`src/rtl/kpd_pkg.sv`:
```
// Package: shared register address map and control-bit positions for the
// keypad wake-up controller. Assumes a control register of at least 3 bits.
package kpd_pkg;
    localparam int unsigned ADDR_MASK = 0;   // per-pin enable mask
    localparam int unsigned ADDR_CTRL = 1;   // flag / irq enable / arm
    localparam int unsigned BIT_FLAG  = 0;
    localparam int unsigned BIT_IE    = 1;
    localparam int unsigned BIT_ARM   = 2;
endpackage

```
`src/rtl/kpd_sync.sv`:
```
// Module: multi-stage synchroniser, one chain per port pin.
// Assumes asynchronous pins idle high; stages reset to 1 so that no
// false detection appears after reset.
module kpd_sync #(
    parameter int unsigned WIDTH  = 8,
    parameter int unsigned STAGES = 2
) (
    input  logic             clk,
    input  logic             rst_n,
    input  logic [WIDTH-1:0] d_i,
    output logic [WIDTH-1:0] q_o
);
    localparam int unsigned LAST = STAGES - 1;

    for (genvar b = 0; b < WIDTH; b++) begin : g_bit
        logic [STAGES-1:0] chain_q;

        // Shift the raw pin level through the synchroniser chain.
        always_ff @(posedge clk) begin
            if (!rst_n) chain_q <= '1;
            else        chain_q <= {chain_q[STAGES-2:0], d_i[b]};
        end

        assign q_o[b] = chain_q[LAST];
    end
endmodule

```
`src/rtl/kpd_detect.sv`:
```
// Module: enabled-low detection. Produces an asynchronous hit from raw pins
// (used for wake while the clock is stopped) and a synchronous hit from the
// synchronised pins (used to set the flag). Purely combinational.
module kpd_detect #(
    parameter int unsigned WIDTH = 8
) (
    input  logic [WIDTH-1:0] key_raw_i,
    input  logic [WIDTH-1:0] key_sync_i,
    input  logic [WIDTH-1:0] mask_i,
    input  logic             arm_i,
    output logic             async_hit_o,
    output logic             sync_hit_o
);
    // Any armed, enabled pin low on the raw and on the synchronised inputs.
    always_comb begin
        async_hit_o = arm_i && (|(mask_i & ~key_raw_i));
        sync_hit_o  = arm_i && (|(mask_i & ~key_sync_i));
    end
endmodule

```
`src/rtl/kpd_regs.sv`:
```
// Module: software-visible state: mask, arm, interrupt enable and sticky flag.
// Assumes single-cycle writes and a combinational read. The flag is set only
// by detection and cleared only by a write of 0; detection wins a collision.
module kpd_regs
    import kpd_pkg::*;
#(
    parameter int unsigned WIDTH = 8
) (
    input  logic             clk,
    input  logic             rst_n,
    input  logic             we_i,
    input  logic             addr_i,
    input  logic [WIDTH-1:0] wdata_i,
    output logic [WIDTH-1:0] rdata_o,
    input  logic             sync_hit_i,
    output logic [WIDTH-1:0] mask_o,
    output logic             arm_o,
    output logic             ie_o,
    output logic             flag_o
);
    logic [WIDTH-1:0] mask_q;
    logic             arm_q, ie_q, flag_q;
    logic             wr_mask, wr_ctrl, clr_req, flag_nxt;

    // Decode writes and compute the next flag value (set beats clear).
    always_comb begin
        wr_mask  = we_i && (addr_i == 1'(ADDR_MASK));
        wr_ctrl  = we_i && (addr_i == 1'(ADDR_CTRL));
        clr_req  = wr_ctrl && !wdata_i[BIT_FLAG];
        flag_nxt = sync_hit_i || (flag_q && !clr_req);
    end

    // Register updates for mask, control bits and flag.
    always_ff @(posedge clk) begin
        if (!rst_n) begin
            mask_q <= '0;
            arm_q  <= 1'b0;
            ie_q   <= 1'b0;
            flag_q <= 1'b0;
        end else begin
            if (wr_mask) mask_q <= wdata_i;
            if (wr_ctrl) begin
                arm_q <= wdata_i[BIT_ARM];
                ie_q  <= wdata_i[BIT_IE];
            end
            flag_q <= flag_nxt;
        end
    end

    // Read multiplexer.
    always_comb begin
        rdata_o = '0;
        if (addr_i == 1'(ADDR_MASK)) begin
            rdata_o = mask_q;
        end else begin
            rdata_o[BIT_FLAG] = flag_q;
            rdata_o[BIT_IE]   = ie_q;
            rdata_o[BIT_ARM]  = arm_q;
        end
    end

    assign mask_o = mask_q;
    assign arm_o  = arm_q;
    assign ie_o   = ie_q;
    assign flag_o = flag_q;

    // a synchronised hit always leaves the flag set on the next edge.
    a_r3_hit_sets_flag: assert property (@(posedge clk) disable iff (!rst_n)
        sync_hit_i |=> flag_q);
    // without a clear request the flag never falls.
    a_r6_flag_sticky: assert property (@(posedge clk) disable iff (!rst_n)
        (flag_q && !clr_req) |=> flag_q);
    // while disarmed, a clear flag stays clear.
    a_r4_no_set_disarmed: assert property (@(posedge clk) disable iff (!rst_n)
        (!arm_q && !flag_q) |=> !flag_q);
    // writing 1 to the flag bit with no hit leaves it clear.
    a_r9_write_one_ignored: assert property (@(posedge clk) disable iff (!rst_n)
        (wr_ctrl && wdata_i[BIT_FLAG] && !sync_hit_i && !flag_q) |=> !flag_q);
endmodule

```
`src/rtl/kpd_wake_ctrl.sv`:
```
// Module: keypad wake-up interrupt controller top. Synchronises the port,
// detects armed enabled-low pins, holds the sticky flag and drives the
// interrupt and the clock-independent wake request.
// Assumes key_n_i is asynchronous and idles high; reset is synchronous.
module kpd_wake_ctrl #(
    parameter int unsigned WIDTH       = 8,
    parameter int unsigned SYNC_STAGES = 2
) (
    input  logic             clk,
    input  logic             rst_n,
    input  logic [WIDTH-1:0] key_n_i,
    input  logic             reg_we_i,
    input  logic             reg_addr_i,
    input  logic [WIDTH-1:0] reg_wdata_i,
    output logic [WIDTH-1:0] reg_rdata_o,
    output logic             irq_o,
    output logic             wake_o
);
    logic [WIDTH-1:0] key_sync, mask;
    logic             arm, ie, flag, async_hit, sync_hit;

    kpd_sync #(.WIDTH(WIDTH), .STAGES(SYNC_STAGES)) sync_i (
        .clk   (clk),
        .rst_n (rst_n),
        .d_i   (key_n_i),
        .q_o   (key_sync)
    );

    kpd_detect #(.WIDTH(WIDTH)) detect_i (
        .key_raw_i   (key_n_i),
        .key_sync_i  (key_sync),
        .mask_i      (mask),
        .arm_i       (arm),
        .async_hit_o (async_hit),
        .sync_hit_o  (sync_hit)
    );

    kpd_regs #(.WIDTH(WIDTH)) regs_i (
        .clk        (clk),
        .rst_n      (rst_n),
        .we_i       (reg_we_i),
        .addr_i     (reg_addr_i),
        .wdata_i    (reg_wdata_i),
        .rdata_o    (reg_rdata_o),
        .sync_hit_i (sync_hit),
        .mask_o     (mask),
        .arm_o      (arm),
        .ie_o       (ie),
        .flag_o     (flag)
    );

    // Combine interrupt request and clock-independent wake.
    always_comb begin
        irq_o  = flag && ie;
        wake_o = flag || async_hit;
    end

    // an interrupt request is always accompanied by a wake request.
    a_r5_irq_implies_wake: assert property (@(posedge clk) disable iff (!rst_n)
        irq_o |-> wake_o);
    // the sticky flag keeps the wake request up.
    a_r8_flag_wakes: assert property (@(posedge clk) disable iff (!rst_n)
        flag |-> wake_o);
endmodule

```
`config.mk`:
```
export PLATFORM = sky130hd
export DESIGN_NAME = kpd_wake_ctrl
export DESIGN_NICKNAME = d
export VERILOG_FILES = /design/src/rtl/kpd_pkg.sv /design/src/rtl/kpd_sync.sv /design/src/rtl/kpd_detect.sv /design/src/rtl/kpd_regs.sv /design/src/rtl/kpd_wake_ctrl.sv
export SDC_FILE = /design/constraint.sdc
export NUM_CORES = 1
export LEC_CHECK = 0
export ABC_AREA = 1
export BUFFER_PORTS_ARGS = -buffer_cell sky130_fd_sc_hd__buf_2
export CORE_ASPECT_RATIO = 0.7
export CORE_UTILIZATION = 49
export DETAILED_ROUTE_END_ITERATION = 16
export GPL_TIMING_DRIVEN = 0
export PLACE_DENSITY_LB_ADDON = 0.1
export SYNTH_ARGS = -nofsm -noshare
export SYNTH_HDL_FRONTEND = slang
export SYNTH_SLANG_ARGS = --single-unit
```
`constraint.sdc`:
```
create_clock -name clk -period 1.3 [get_ports clk]
set_clock_uncertainty 0.1 [all_clocks]
set_input_delay 0.195 -clock clk [delete_from_list [all_inputs] [get_ports clk]]
set_output_delay 0.195 -clock clk [all_outputs]
set_load 0.02 [all_outputs]
```
==> out/metrics.yaml, run 1 <==
logic_synthesis:
  syn-num-nets: 154
  netlist_area_mm2: 0.00105
  ys_seq_area_share_pct: 51.5
  ys_ff_latch: 27
  yosys_warnings: 0
  avgSynthCellArea_um2: 7.83
  synth_cells: 134
  yosysUniqueCellTypes: 16
run:
  drv_cap: 0
critical_path:
  crit_fanout: 2
  path_cells: "inv_2 > o22ai_2 > nor2_1 > nand2_1 > nand2_1 > nand2_1 > buf_6"
  cp-end-kind: "output port"
  critPathRequiredTime_ns: 1.00
  crit_buf_inv: 2
  worstPathArrival_ns: 1.34
  slowest_stage: "dfxtp_2"
  crit_type: "reg2out"
  slowest_delay_ns: 0.36
  crit_family: "simple AND/OR/NAND/NOR gates"
  crit_top_cell: "nand2_1"
  startpoint_type: "register"
grt:
  grt_overflow: 0
  grt_pass1_wl_um: 4000
  track_usage_pct: 24.3
  grt_max_degree: 17
  antenna_found_initial: 0
  first_global_vias: 831
detailed_routing:
  first_pass_iters: 4
  vias_per_cell: 5.03
  routedWlPerCell_um: 13.7
  drt-initial-drc-count: 27
  ant_nets: 0
  vias: 1047
  totalWireLength_um: 2860
  drc_errors: 0
clocking:
  clkTransAtPathRegs_ns: 0.14
  clockBufferDepth: 2
  cts_made_buffers: 3
  cts.sinks: 27
  insertion_delay_ns: 0.34
  htreeDepth: 1
  cts_root_buffer: "clkbuf_4"
  cts_tree: "yes"
power_and_ir_drop:
  power_frac_seq_pct: 56.5
  p_int_mw: 1.15
  p_leak_nw: 0.770
  power_frac_clock_pct: 23.8
  p_sw_mw: 0.442
  swShare_pct: 27.8
  ir_drop_mv: 0.543
  finalPower_mw: 1.59
  p_comb_share_pct: 19.7
  power_density_mw_per_mm2: 1020
timing:
  setup_viol: 9
  rsz0062_at_grt: "true"
  min_period_ns: 1.64
  worst_pin_slew_ns: 0.332
  fin_crit_sh_pct: 126
  slew_viol_final: 0
  fin_ws_ns: -0.337
  setup_tns_ns: -0.912
  finalHoldViolCount: 0
  relSlewSlack_pct: 77.8
  maxClockFrequency_mhz: 611
place:
  io_buffers: 29
  dp_hpwl_um: 1590
  gp_congestion: 0.781
outcome:
  status: "finished, violations left"
  violations: "negative setup slack"
floorplan:
  core-area_mm2: 0.00194
  initial_core_util_pct: 54.2
  die_area_mm2: 0.00233
  die_w_um: 57.3
  ioPinCount: 30
  row_count: 13
  die_h_um: 40.7
cells_and_area:
  diodes: 0
  drive_gt1_share_pct: 48.9
  syn2layout_area_growth_pct: 48.2
  layout.nets: 207
worst_hold_path:
  hp-class: "in2reg"
## cells in the final DEF, fill, tap and decap left out, types with 6 or more instances in the layout
master / instances
buf_6: 13
or2_1: 9
buf_4: 9
or2_2: 6
inv_2: 10
a21oi_1: 7
dlygate4sd3_1: 8
inv_1: 11
o21ai_0: 8
nand2_1: 22
dfxtp_2: 9
nor2_1: 10
buf_2: 22
dfxtp_1: 17
## logic make-up after synthesis
logic type,Yosys count,synth area share (%)
AO/OA/AOI/OAI,26,14.2
buffers and inverters,25,10.0
flip-flops,27,51.5
AND/OR/NAND/NOR,56,24.3
## registers in the layout (all words and copies together) (netlist names)
| signal | cells |
|---|---|
| sync_i.g_bit.chain_q | 16 |
| regs_i.ie_o | 1 |
| regs_i.flag_o | 1 |
| regs_i.mask_o | 8 |
| regs_i.arm_o | 1 |
## synth_stat cells (all sizes together)
library cell | count | area, um2
dfxtp | 27 | 541
nand2 | 27 | 109
inv | 21 | 78.8
or2 | 15 | 93.8
nor2 | 14 | 52.6
o21ai | 14 | 77.6
a21oi | 9 | 52.6
buf | 4 | 26.3
o22ai | 3 | 18.8
## worst min-delay path, delay by kind of cell
kind | cells | cell delay, ns
and+or+nand+nor | 1 | 0.07
buffers and inverters | 1 | 0.09
AOI/OAI and AO/OA | 1 | 0.06
## metrics by stage
stage | setup WS (ns) | utilization [%] | instances | hold slack (ns) | cell area [um2]
4_1_cts | -0.238 | 77.8 | 206 | 0.00309 | 1510
5_1_grt | -0.426 | 80.3 | 208 | 0.0333 | 1560
2_1_floorplan | 0.160 | - | 134 | 0.192 | 1050
3_5_place_dp | 0.0394 | 63.2 | 185 | 0.294 | 1220
6_report | -0.337 | 80.3 | 208 | 0.00538 | 1560
3_3_place_gp | 0.0378 | 63.2 | 185 | 0.286 | 1220
## worst paths after layout
| check | start | end | slack, ns | cells after the start |
|---|---|---|---|---|
| setup reg to reg | regs_i.mask_o[1] | regs_i.flag_o | -0.02 | 9 |
| hold / removal | reg_wdata_i[1] | regs_i.mask_o[1] | 0.005 | 3 |
| setup / recovery | regs_i.mask_o[7] | wake_o | -0.34 | 7 |
| hold reg to reg | sync_i.g_bit[0].chain_q[0] | sync_i.g_bit[0].chain_q[1] | 0.33 | 1 |
## per-layer routing
layer | part of all wire, % | GRT usage (%) | vias up
li1 | - | - | 512
met1 | 44 | 32.1 | 474
met2 | 47 | 40.0 | 51
met3 | 6.8 | 5.99 | 10
met4 | 2.3 | 8.54 | 0
met5 | 0 | 0 | -
## power by group through the flow
stage,combinational [mW],clock (mW),sequential (mW)
2_1_floorplan,0.126,0,0.904
3_3_place_gp,0.194,0,0.908
3_5_place_dp,0.198,0,0.910
4_1_cts,0.283,0.380,0.895
5_1_grt,0.338,0.406,0.901
6_report,0.314,0.378,0.897
## repair_timing
action,4_1_cts,5_1_grt
endpoints found under the setup margin,8,10
gates cloned,0,0
hold buffers,8,0
gates resized for setup,46,14
endpoints found under the hold margin,8,0
buffers inserted,9,4
pin swaps,7,7
## cell type report
cell class / count / area (um2)
plain buffers: 4 / 26.3
clock buffers: 3 / 22.5
clock inverters: 1 / 7.51
fillers: 115 / 380
inverters: 21 / 78.8
multi-input cells: 82 / 459
flip-flops and latches: 27 / 556
well taps: 22 / 27.5
repair buffers: 48 / 378
Power figures use the tool's default switching activity.
==> run 2, diff against run 1 <==
- ABC_AREA: 1 -> 0
- CORE_UTILIZATION: 49 -> 52
- CTS_BUF_LIST: not set -> sky130_fd_sc_hd__clkbuf_8
==> run 2 against run 1 <==
Effect of this change:
- the flow still finishes with violations (negative setup slack)
- via count down 11%
- setup slack worse by 0.058 ns
- fmax down 3.4%
- synthesized cell count down 15%
- sequential power down 2%
==> out/metrics.yaml, run 2 <==
outcome:
  status: "finished, violations left"
  violations: "negative setup slack"
logic_synthesis:
  async_flop_share_pct: 0  # unchanged
  synthTopCellsByCount: "dfxtp_1, nor2_1, nand2b_1"
  ys_ff_latch: 27  # unchanged
  yosysUniqueCellTypes: 22  # +6
  synthTopCellsByArea: "dfxtp_1, or2b_1, nand2b_1"
  yosys_warnings: 0  # unchanged
  synth_top_flop_cell: "dfxtp_1"
  synth-edff-count: 0  # unchanged
  netlist_area_mm2: 0.00105  # unchanged
  synth_cells: 114  # -15%
  syn-num-nets: 134  # -13%
  synth.most_common_cell: "dfxtp_1"
  avgSynthCellArea_um2: 9.21  # +18%
  synth.largest_area_cell: "dfxtp_1"
  synth_top_cell_area_share_pct: 51.5  # unchanged
  ys_seq_area_share_pct: 51.5  # unchanged
critical_path:
  cp-end-kind: "output port"
  crit_fanout: 3  # +1
  worstPathArrival_ns: 1.40  # +0.06 ns
  r2r_end: "regs_i.flag_o"
  slowest_stage: "o41ai_4"
  critPathRequiredTime_ns: 1.00  # about the same
  path_cells: "inv_2 > o22ai_4 > o41ai_4 > nand2b_1 > buf_6"
  worstSetupEndpoint: "wake_o"
  crit_type: "reg2out"
  slowest_delay_ns: 0.39  # +0.03 ns
  crit_buf_inv: 2  # unchanged
  r2r_setup_slack_ns: 0.11  # +0.13 ns
  cp.depth: 5  # -2
  r2r-start: "regs_i.mask_o[7]"
  crit_family: "compound AO/OA/AOI/OAI gates"
  rr_worst_depth: 6  # -3
  startpoint: "regs_i.mask_o[1]"
  startpoint_type: "register"
cells_and_area:
  layout.nets: 178  # -14%
  finalNonFillerCells: 179  # -14%
  top_register: "sync_i.g_bit.chain_q"
  fin_util_pct: 80.5  # +0.12 points
  diodes: 0  # unchanged
  final_common_cell: "buf_2"
  syn2layout_area_growth_pct: 43.4
  drive_gt1_share_pct: 51.0  # +2.0 points
  mostFrequentLayoutCells: "buf_2, dfxtp_1, buf_6, nand2b_1"
  largest_reg_flops: 16  # unchanged
timing:
  finalHoldViolCount: 0  # unchanged
  fin_crit_sh_pct: 130  # +4.4 points
  setup_viol: 3  # -6
  min_period_ns: 1.70  # +0.0578 ns
  maxClockFrequency_mhz: 590  # -3.4%
  fin_ws_ns: -0.395  # -0.0578 ns
  slew_viol_final: 0  # unchanged
  setup_tns_ns: -0.441  # +0.470 ns
  worst_pin_slew_ns: 0.415  # +0.0827 ns
  rsz0062_at_grt: "true"
  relSlewSlack_pct: 72.3  # -5.5 points
  timing.hold.ws_ns: 0.0276  # +0.0223 ns
clocking:
  cts_tree: "yes"
  clockBufferDepth: 2  # unchanged
  cts.sinks: 27  # unchanged
  insertion_delay_ns: 0.27  # -0.07 ns
  clkTransAtPathRegs_ns: 0.09  # -0.05 ns
  htreeDepth: 1  # unchanged
  cts_made_buffers: 3  # unchanged
  cts_root_buffer: "clkbuf_8"
  cts_hold_buf: 0  # -8
detailed_routing:
  wl_met2_um: 1260  # -5.4%
  drc_errors: 0  # unchanged
  wirelength_met1_um: 1120  # -11%
  ant_nets: 0  # unchanged
  routedWlPerCell_um: 14.5  # +5.5%
  totalWireLength_um: 2590  # -9.2%
  drt-initial-drc-count: 33  # +22%
  top_layer: "met4"
  first_pass_iters: 4  # unchanged
  vias: 928  # -11%
  wl_met3_um: 156  # -20%
  vias_per_cell: 5.18  # +3.0%
worst_hold_path:
  hp-class: "in2reg"
floorplan:
  die_area_mm2: 0.00221  # -5.5%
  row_count: 13  # unchanged
  die_h_um: 39.6  # -2.8%
  die_w_um: 55.7  # -2.8%
  ioPinCount: 30  # unchanged
  core-area_mm2: 0.00187  # -3.4%
  initial_core_util_pct: 56.1  # +1.9 points
place:
  place_inst: 165  # -11%
  io_buffers: 29  # unchanged
  dp_hpwl_um: 1560  # -1.7%
  gp_congestion: 0.775  # -0.73%
power_and_ir_drop:
  power_density_mw_per_mm2: 1050  # +2.9%
  ir_drop_mv: 0.905  # +67%
  finalPower_mw: 1.58  # -0.38%
  p_leak_nw: 0.625  # -19%
grt:
  antenna_found_initial: 0  # unchanged
  grt_pass1_wl_um: 3510  # -12%
  grt_overflow: 0  # unchanged
  track_usage_pct: 22.3  # -2.0 points
  first_global_vias: 747  # -10%
  grt_max_degree: 15  # -2
run:
  drv_cap: 0  # unchanged
-- run 2: logic make-up (layout without fill, tap and decap cells) --
| kind of cell | Yosys count | count (layout) | share of synthesized area (%) |
|---|---|---|---|
| compound gates | 24 | 24 | 14.2 |
| simple gates | 50 | 50 | 27.9 |
| buf+inv | 13 | 56 | 6.44 |
| flops | 27 | 27 | 51.5 |
-- run 2: through the flow --
stage | setup WS (ns) | cell area [um2]
2_1_floorplan | 0.0372 | 1050
3_3_place_gp | -0.151 | 1220
3_5_place_dp | -0.139 | 1220
4_1_cts | -0.348 | 1350
5_1_grt | -0.413 | 1510
6_report | -0.395 | 1510
-- run 2: metal layers --
metal | up-vias | global-route usage, %
met4 | 0 | 5.63
met3 | 6 | 6.60
li1 | 457 | -
met1 | 432 | 27.1
met5 | - | 0
met2 | 33 | 39.8
-- run 2: cell type report --
class	instances	area [um2]
buffer	5	38.8
clock buffer	3	41.3
clock inverter	1	3.75
fill	116	365
inverter	8	32.5
multi-input combinational	74	529
sequential	27	551
tap	22	27.5
timing repair buffer	39	282
-- run 2: report_power, final --
| part | total (mW) | switching, mW | internal [mW] | leakage (nW) |
|---|---|---|---|---|
| logic | 0.249 | 0.129 | 0.120 | 0.372 |
| registers | 0.881 | 0.0151 | 0.866 | 0.226 |
| clock network | 0.452 | 0.241 | 0.211 | 0.0269 |
| total | 1.58 | 0.385 | 1.20 | 0.625 |
-- run 2: worst min-delay path by stage --
stage                                      end  cells past startpoint                        from
detailed placement  sync_i.g_bit[7].chain_q[1]                      1  sync_i.g_bit[7].chain_q[0]
global route        sync_i.g_bit[3].chain_q[0]                      2                  key_n_i[3]
floorplan           sync_i.g_bit[6].chain_q[0]                      1                       rst_n
finish              sync_i.g_bit[2].chain_q[0]                      2                  key_n_i[2]
CTS                 sync_i.g_bit[3].chain_q[0]                      2                  key_n_i[3]
global placement    sync_i.g_bit[4].chain_q[1]                      1  sync_i.g_bit[4].chain_q[0]
-- run 2: timing repair --
action / in CTS / in global routing
endpoints found under the setup margin: 3 / 8
resized for setup: 23 / 35
setup buffers: 3 / 7
pin swaps: 3 / 6
cloned: 0 / 0
==> run 3, diff against run 2 <==
- ABC_AREA: 0 -> 1
- GPL_ROUTABILITY_DRIVEN: not set -> 0
==> run 3 against run 2 <==
Effect of this change:
- the flow still finishes with violations (negative setup slack)
- fmax up 17%
- clock power up 6.6%
- core utilization fell by 1.7 points
- routed wire length down 7.4%
- via count up 3.6%
- clock-buffer cell count did not move
- highest routed layer unchanged
- combinational power increased by 12%
- die area stayed put
==> out/metrics.yaml, run 3 (synthesized netlist as in run 1, its figures left out) <==
outcome:
  status: "finished, violations left"
  violations: "negative setup slack"
clocking:
  clkTransAtPathRegs_ns: 0.10  # about the same
  clockBufferDepth: 2  # unchanged
  cts.sinks: 27  # unchanged
  htreeDepth: 1  # unchanged
  cts_made_buffers: 3  # unchanged
  cts_tree: "yes"
  cts_root_buffer: "clkbuf_8"
  insertion_delay_ns: 0.27  # about the same
place:
  dp_hpwl_um: 1550  # -0.92%
  placed_area_mm2: 0.00122  # unchanged
  dp_slack_ns: 0.0501  # +0.189 ns
  place_inst: 185  # +12%
  io_buffers: 29  # unchanged
timing:
  fin_ws_ns: -0.154  # +0.241 ns
  setup_tns_ns: -0.267  # +0.174 ns
  finalHoldViolCount: 0  # unchanged
  timing.hold.ws_ns: 0.0266  # -0.00106 ns
  setup_viol: 4  # +1
  fin_crit_sh_pct: 112  # -19 points
  rsz0062_at_grt: "true"
  min_period_ns: 1.45  # -0.241 ns
  maxClockFrequency_mhz: 688  # +17%
  relSlewSlack_pct: 78.5  # +6.2 points
  slew_viol_final: 0  # unchanged
  worst_pin_slew_ns: 0.322  # -0.0931 ns
floorplan:
  die_w_um: 55.7  # unchanged
  row_count: 13  # unchanged
  ioPinCount: 30  # unchanged
  core-area_mm2: 0.00187  # unchanged
  die_area_mm2: 0.00221  # unchanged
  die_h_um: 39.6  # unchanged
  initial_core_util_pct: 56.1  # unchanged
critical_path:
  worstPathArrival_ns: 1.16  # -0.24 ns
  rr_worst_depth: 7  # +1
  critPathRequiredTime_ns: 1.00  # about the same
  r2r_end: "regs_i.flag_o"
  cp-end-kind: "output port"
  r2r-start: "regs_i.mask_o[1]"
  crit_fanout: 2  # -1
  r2r_setup_slack_ns: 0.15  # +0.04 ns
  crit_type: "reg2out"
  startpoint_type: "register"
detailed_routing:
  drc_errors: 0  # unchanged
  ant_nets: 0  # unchanged
  totalWireLength_um: 2400  # -7.4%
  first_pass_iters: 4  # unchanged
  vias_per_cell: 4.81  # -7.3%
  vias: 961  # +3.6%
  routedWlPerCell_um: 12.0  # -17%
  drt-initial-drc-count: 11  # -67%
cells_and_area:
  layout.nets: 199  # +12%
  largest_reg_flops: 16  # unchanged
  syn2layout_area_growth_pct: 40.3
  fin_util_pct: 78.7  # -1.7 points
  mostFrequentLayoutCells: "buf_2, nand2_1, dfxtp_1, inv_1"
  multi_input_area_um2: 462  # -13%
  fin_area_mm2: 0.00147  # -2.2%
  n_fill_cell: 138  # +19%
  finalNonFillerCells: 200  # +12%
  diodes: 0  # unchanged
  drive_gt1_share_pct: 49.4  # -1.5 points
  top_register: "sync_i.g_bit.chain_q"
  register_area_um2: 554  # +0.68%
grt:
  first_global_vias: 763  # +2.1%
  grt_pass1_wl_um: 3290  # -6.3%
  grt_max_degree: 17  # +2
  grt_overflow: 0  # unchanged
  track_usage_pct: 20.6  # -1.7 points
  antenna_found_initial: 0  # unchanged
worst_hold_path:
  hp-class: "in2reg"
  min_path_cells: 2  # unchanged
  hold_path_end: "sync_i.g_bit[4].chain_q[0]"
  worstHoldStart: "key_n_i[4]"
power_and_ir_drop:
  ir_drop_mv: 1.38  # +53%
  finalPower_mw: 1.66  # +4.7%
  power_density_mw_per_mm2: 1130  # +7.0%
  p_leak_nw: 0.743  # +19%
run:
  drv_cap: 0  # unchanged
-- run 3: cell count changes in the layout (fill, tap and decap cells not counted), moves of 7 or more --
cell	previous run	this run
o21ai_0	1	8
or2_1	0	9
inv_1	1	12
nand2b_1	9	0
nand2_1	7	25
or2b_1	8	0
-- run 3: timing repair --
action	in CTS	in global routing
pin swaps	4	5
cloned	0	0
hold buffers	0	0
resized for setup	24	25
endpoints found under the setup margin	2	7
setup buffers	5	6
-- run 3: area by class of cell --
cell class	count	share of cell area (%)
Sequential cell	27	37.6
Multi-Input combinational cell	82	31.4
Timing Repair Buffer	40	18.7
Inverter	21	5.35
Clock buffer	3	2.80
Tap cell	22	1.87
Buffer	4	1.78
Clock inverter	1	0.510
-- run 3: worst max-delay path, stage by stage (launching register included) --
cell     delay (ns)
dfxtp_2        0.34
inv_2          0.07
o22ai_2        0.07
nor2_1         0.11
nand2_1        0.06
nand2_1        0.05
nand2_1        0.06
buf_6          0.13
-- run 3: metal layers --
layer  wire [um]  GRT usage (%)  vias up
li1            -              -      499
met1        1110           26.1      427
met4          25           3.75        0
met2        1140           35.2       31
met3         127           6.93        4
met5           0              0        -
-- run 3: how the worst max path moves through the flow --
stage / startpoint / endpoint / depth (start not counted)
4_1_cts: regs_i.mask_o[2] / wake_o / 7
2_1_floorplan: reg_addr_i / reg_rdata_o[0] / 2
6_report: regs_i.mask_o[4] / wake_o / 7
5_1_grt: regs_i.mask_o[1] / wake_o / 7
3_3_place_gp: regs_i.mask_o[6] / wake_o / 7
3_5_place_dp: regs_i.mask_o[6] / wake_o / 7
-- run 3: power breakdown --
group | leakage [nW] | internal (mW) | switching, mW | total, mW
combinational | 0.494 | 0.133 | 0.145 | 0.278
sequential | 0.227 | 0.874 | 0.0228 | 0.897
clock | 0.0217 | 0.218 | 0.264 | 0.482
